==> config.mk <==
export PLATFORM = sky130hd
export DESIGN_NAME = mbc_top
export DESIGN_NICKNAME = d
export VERILOG_FILES = /design/src/rtl/mbc_top.sv
export SDC_FILE = /design/constraint.sdc
export NUM_CORES = 1
export LEC_CHECK = 0
export ABC_CLOCK_PERIOD_IN_PS = 1700
export BUFFER_PORTS_ARGS = -buffer_cell sky130_fd_sc_hd__buf_4
export CORE_UTILIZATION = 35
export DETAILED_ROUTE_END_ITERATION = 8
export GPL_ROUTABILITY_DRIVEN = 0
export PLACE_DENSITY_LB_ADDON = 0.15
export SYNTH_ARGS = -nofsm -noshare
export SYNTH_HDL_FRONTEND = slang
export SYNTH_SLANG_ARGS = --single-unit
export TNS_END_PERCENT = 5
==> constraint.sdc <==
create_clock -name clk -period 1.7 [get_ports clk]
set_input_delay 0.255 -clock clk [delete_from_list [all_inputs] [get_ports clk]]
set_output_delay 0.255 -clock clk [all_outputs]
set_load 0.02 [all_outputs]
==> src/rtl/mbc_top.sv <==
module mbc_top #(
  parameter int LO_W = 5,
  parameter int HI_W = 2,
  localparam int BANK_W = LO_W + HI_W,
  localparam int ROM_AW = BANK_W + 14,
  localparam int RAM_AW = HI_W + 13
) (
  input  logic              clk,
  input  logic              rst_n,
  input  logic [15:0]       cpu_addr,
  input  logic [7:0]        cpu_wdata,
  input  logic              cpu_wr,
  input  logic              cpu_rd,
  input  logic [7:0]        rom_rdata,
  input  logic [7:0]        ram_rdata,
  output logic [ROM_AW-1:0] rom_addr,
  output logic [RAM_AW-1:0] ram_addr,
  output logic              rom_cs,
  output logic              ram_cs,
  output logic              ram_we,
  output logic [7:0]        cpu_rdata
);

  logic [LO_W-1:0]   lo_q;
  logic [HI_W-1:0]   hi_q;
  logic              mode_q;
  logic              ram_en_q;
  logic [BANK_W-1:0] bank;

  wire reg_wr  = cpu_wr & ~cpu_addr[15];
  wire ram_win = (cpu_addr[15:13] == 3'b101);
  wire [LO_W-1:0] lo_in = cpu_wdata[LO_W-1:0];

  always_ff @(posedge clk) begin
    if (!rst_n) begin
      lo_q     <= LO_W'(1);
      hi_q     <= '0;
      mode_q   <= 1'b0;
      ram_en_q <= 1'b0;
    end else if (reg_wr) begin
      case (cpu_addr[14:13])
        2'd0: ram_en_q <= (cpu_wdata[3:0] == 4'hA);
        2'd1: lo_q     <= (lo_in == '0) ? LO_W'(1) : lo_in;
        2'd2: hi_q     <= cpu_wdata[HI_W-1:0];
        default: mode_q <= cpu_wdata[0];
      endcase
    end
  end

  always_comb begin
    if (!cpu_addr[14])
      bank = '0;
    else if (mode_q)
      bank = {{HI_W{1'b0}}, lo_q};
    else
      bank = {hi_q, lo_q};
  end

  assign rom_addr  = {bank, cpu_addr[13:0]};
  assign ram_addr  = {(mode_q ? hi_q : HI_W'(0)), cpu_addr[12:0]};
  assign rom_cs    = cpu_rd & ~cpu_addr[15];
  assign ram_cs    = ram_en_q & ram_win & (cpu_rd | cpu_wr);
  assign ram_we    = ram_cs & cpu_wr;
  assign cpu_rdata = !cpu_addr[15]          ? rom_rdata :
                     (ram_win && ram_en_q)  ? ram_rdata : 8'hFF;

endmodule


==> impl_results.md, run 1 <==
* Status: finished clean
* Core footprint at approximately 2000 um^2
* Startpoint Class: flip-flop
* Longest Clk Path Bufs at 2
* Final Util at 47.77%
* Power per cell area at 545.9 nW/um^2
* Minimum clock period at 1.539 ns
* Cell count after synthesis at 91
* Area leader, netlist: buf_4
* FMAX at 649.9 MHz
* Die width at approximately 50 um
* Worst Skew at 0 ns
* Sink Count at 9
* Vias at 681
* Final setup fails at 0
* Measured slew at the worst slew-check pin at 0.3440 ns
* Cell variety after synth at 24
* Fin crit share at between 90% and 100%
* CP required at 1.44 ns
* Area grow syn2layout at 25.12%
* IO Count at 91
* Most common cell after layout, fill and taps aside: buf_4
* Register area at 180.2 um^2
* Multi-input gate area at 361.6 um^2
* Pin count of the biggest net entering global routing at 15
* Max-cap viol count at 0
* CTS clk-pin slew, worst paths at 0.06 ns
* Initial DRT Pass Iterations at 4
* Post-CTS Hold Buffers at 0
* Fill cells at 202
* TritonCTS Buffers at 3
* Post-DP HPWL at 1355 um
* Total GRT Usage at 15.73%
* Area of the mapped netlist at 772.0 um^2
* First-pass GRT wire length at 2946 um
* Hold Vio Cnt, Final at 0
* Vias in the first global route at 653
* Final net count at approximately 160
* Die Area at 2398 um^2
* Fin Setup TNS at 0 ns
* Worst VDD drop at 424.4 uV
* N_diodes at 0
* Warnings, synthesis at 0
* DRT iter0 DRCs at 9
* Clock latency on the worst-skew pair at about 0.26 ns
* Crit path max fanout at 10
* DR DRC count at 0
* Avg Inst Size Synth at 8.483 um^2
* Slew HR at roughly 77%
* Slew Viols, Final at 0
* Mapped Nets at 135
* Crit path kind: reg2out
* Drt total wl at 1796 um
* Die Height at just under 50 um
* Most frequent cells in the layout: 48 x buf_4, 9 x dfxtp_1, 8 x o22a_1
* Gr ovfl total at 0
* H-tree depth at 1
* Min-Delay Path Class: in2reg
* Post-synth top area share at 26.26%
* Drt wl/cell at around 13 um
* Total power at 0.5273 mW
* Port bufs at 48
* Leak at 0.4407 nW
* # rows at 16
* Post_cts resized at 0
* RSZ-0062 raised after global routing: no
* Share of the yosys chip area belonging to registers at 23.34%
* # Post-CTS Setup Buffers at 0
* Antenna Nets Post-Route at 0
* Flip-flop and latch count after synthesis at 9
* Leading post-synthesis cells by cell area: buf_4 26%, dfxtp_1 23%, o22a_1 9.1%, mux2i_1 6.5%, and2_1 5.7%
* Initial core utilization at 38.18%
* Initial antenna violation count at 0
* Layout cells sized above 1 at 47.32%
* Via density at 4.899
* Crit path DAT at about 1.3 ns
* CTS Root Cell: clkbuf_4
* CTS tree: yes
* CP Capture Type: output port
==> power breakdown <==
group / internal [mW] / total (mW) / switching [mW]
clock network: 0.0906 / 0.168 / 0.0773
registers: 0.215 / 0.217 / 0.00208
logic: 0.0800 / 0.142 / 0.0623
==> final timing paths <==
| path | start | to | slack [ns] | depth (start not counted) |
|---|---|---|---|---|
| setup reg to reg | hi_q[1] | hi_q[1] | 1.09 | 2 |
| setup / recovery | ram_en_q | cpu_rdata[0] | 0.16 | 3 |
| hold reg to reg | hi_q[0] | hi_q[0] | 0.47 | 2 |
| hold / removal | cpu_wdata[0] | hi_q[0] | 0.24 | 3 |
==> registers in the layout (all words and copies together), names as in the netlist <==
signal and flops:
lo_q 5, hi_q 2, mode_q 1, ram_en_q 1
==> synth_stat cells, drive strengths merged <==
master and n:
and2 7, and3b 2, and4bb 2, buf 29, clkbuf 2, dfxtp 9, inv 1, mux2i 5
nand2 3, nand3 3, nand4b 2, nor2 4, nor2b 6, nor3b 1, nor4 1, nor4b 1
nor4bb 1, o21ai 4, o22a 8
==> logic make-up (layout without fill, tap and decap cells) <==
| group | count (synthesis) | in the layout | share of synthesized area, % |
|---|---|---|---|
| mux | 5 | 5 | 6.483 |
| buf+inv | 32 | 53 | 29.82 |
| compound gates | 12 | 12 | 11.67 |
| simple gates | 33 | 33 | 28.69 |
| flops | 9 | 9 | 23.34 |
==> routing by layer <==
| layer | GRT usage, % | part of all wire, % | up-vias |
|---|---|---|---|
| li1 | - | - | 328 |
| met1 | 18.01 | 42 | 307 |
| met2 | 25.46 | 47 | 42 |
| met3 | 4.673 | 9.2 | 4 |
| met4 | 9.804 | 1.3 | 0 |
| met5 | 0 | 0 | - |
==> worst max-delay path: stages, from the launching register on <==
cell      delay (ns)
dfxtp_1         0.34
nand4b_2        0.26
o22a_1          0.26
buf_4           0.16
==> per-stage QoR <==
step           area, um^2  hold WS, ns  std cells  setup slack (ns)
2_1_floorplan       772.0       0.3854         91            0.3819
3_3_place_gp        939.7       0.4566        135            0.2692
3_5_place_dp        939.7       0.4671        135            0.2585
4_1_cts             965.9       0.2324        139            0.1298
5_1_grt             965.9       0.2473        139           0.04304
6_report            965.9       0.2385        139            0.1614
==> layout make-up <==
type | instances | area share [%]
multi-input combinational | 50 | 37.44
timing repair buffer | 48 | 37.31
sequential | 9 | 18.65
tap | 27 | 3.497
clock buffer | 4 | 2.720
inverter | 1 | 0.3886
Note: power is estimated with default switching activity, not from simulation.
==> run 2: changes to the inputs <==
--- a/config.mk
+++ b/config.mk
@@ -10,6 +10,7 @@
 export CORE_UTILIZATION = 35
 export DETAILED_ROUTE_END_ITERATION = 8
 export GPL_ROUTABILITY_DRIVEN = 0
+export MAX_ROUTING_LAYER = met4
 export PLACE_DENSITY_LB_ADDON = 0.15
 export SYNTH_ARGS = -nofsm -noshare
 export SYNTH_HDL_FRONTEND = slang
==> impl_results.md, run 2 (synthesis results as in run 1) <==
* Status: finished clean
* Die Area at 2398 um^2
* Reg-to-Reg Start: hi_q[1]
* Initial antenna violation count at 0
* Vias in the first global route at 649
* Clock latency on the worst-skew pair at between 0.2 and 0.3 ns
* Drt total wl at 1797 um
* DRT iter0 DRCs at 9
* Max stage delay on crit path at 0.35 ns
* DR DRC count at 0
* Fin crit share at 90.69%
* Port bufs at 48
* Crit path kind: reg2out
* Final Util at around 48%
* CTS Root Cell: clkbuf_4
* Die Height at 48.97 um
* Core footprint at 2022 um^2
* Initial DRT Pass Iterations at 4
* Slowest-stage cell, CP: dfxtp_1
* FMAX at between 600 and 700 MHz
* Fin Setup TNS at 0 ns
* Antenna Nets Post-Route at 0
* Initial core utilization at 38.18%
* Slew HR at between 70 and 80%
* Layout cells sized above 1 at 47.32%
* Minimum clock period at 1.542 ns
* Clk pwr share at 31.8%
* Via density at 4.914
* Post-CTS Hold Buffers at 0
* Largest Register: lo_q
* Max reg flops at 5
* Measured slew at the worst slew-check pin at 0.3429 ns
* RSZ-0062 raised after global routing: no
* Startpoint Class: flip-flop
* Min-Delay Path Class: in2reg
* Longest Clk Path Bufs at 2
* N_diodes at 0
* First-pass GRT wire length at between 2000 and 3000 um
* IO Count at 91
* Most common cell after layout, fill and taps aside: buf_4
* Comb power frac at 27.0%
* Post-DP HPWL at 1355 um
* TritonCTS Buffers at 3
* CP Launch Point: ram_en_q
* Internal power at 0.3856 mW
* Crit path max fanout at 10
* Psw at 0.1418 mW
* Total GRT Usage at 16.24%
* Most frequent cells in the layout: 48 x buf_4, 9 x dfxtp_1, 8 x o22a_1
* CTS clk-pin slew, worst paths at ~0.060 ns
* Vias at 683
* Final net count at 157
* Worst VDD drop at around 420 uV
* H-tree depth at 1
* Die width at 48.97 um
* Hold Vio Cnt, Final at 0
* CP required at 1.44 ns
* Worst-path cell chain: nand4b_2 -> o22a_1 -> buf_4
* Leak at about 0.44 nW
* Worst Skew at 0 ns
* Crit path DAT at 1.29 ns
* # Post-CTS Setup Buffers at 0
* # rows at 16
* Largest registers: lo_q x5, hi_q x2
* Switch share at 26.89%
* Worst hold start: cpu_wdata[0]
* Sequential Power Share at about two fifths
* Post_cts resized at 0
* Drt wl/cell at 12.93 um
* Pin count of the biggest net entering global routing at 15
* Sink Count at 9
* CP Capture Type: output port
* Final setup fails at 0
* CTS tree: yes
* Gr ovfl total at 0
* Area grow syn2layout at 25.12%
* Slew Viols, Final at 0
* Max-cap viol count at 0
* Power per cell area at 546.0 nW/um^2
## run 2: cell counts in the layout (fill, tap and decap cells not counted)
No cell type changed its count.
## run 2: power groups by stage
stage / logic [mW] / clock network (mW) / registers [mW]
final: 0.142 / 0.168 / 0.217
after global routing: 0.153 / 0.186 / 0.218
after CTS: 0.143 / 0.176 / 0.217
after detailed placement: 0.143 / 0 / 0.222
after global placement: 0.141 / 0 / 0.222
after floorplan: 0.151 / 0 / 0.221
## run 2: final cells by class
cell class | count | area (um^2)
fill | 202 | 1056
multi-input combinational | 50 | 361.6
timing repair buffer | 48 | 360.3
sequential | 9 | 180.2
tap | 27 | 33.78
clock buffer | 4 | 26.28
inverter | 1 | 3.754
## run 2: metrics by stage
stage	cell area (um^2)	hold WS (ns)	total power, mW	cells	setup WS, ns
after floorplan	772.0	0.3854	0.3722	91	0.3819
after global placement	939.7	0.4566	0.3626	135	0.2692
after detailed placement	939.7	0.4671	0.3647	135	0.2585
after CTS	965.9	0.2324	0.5366	139	0.1298
after global routing	965.9	0.2473	0.5563	139	0.04304
final	965.9	0.2385	0.5274	139	0.1582
## run 2: critical path: cells and delay by family (launching register included)
family,cells,cell delay [ns]
flops,1,0.35
compound gates,1,0.26
buf+inv,1,0.16
simple gates,1,0.26
## run 2: worst paths after layout
check | slack (ns) | cells past startpoint | endpoint
worst min-delay path | 0.24 | 3 | hi_q[0]
worst max register to register | 1.09 | 2 | hi_q[1]
worst max-delay path | 0.16 | 3 | cpu_rdata[0]
worst min register to register | 0.47 | 2 | hi_q[0]
## run 2: metal layers
layer | routed length, um | vias to the layer above | GRT usage, %
met5 | 0 | - | -
met4 | 23 | 0 | 9.804
met3 | 166 | 4 | 4.673
met2 | 847 | 42 | 25.46
met1 | 759 | 309 | 18.20
li1 | - | 328 | -
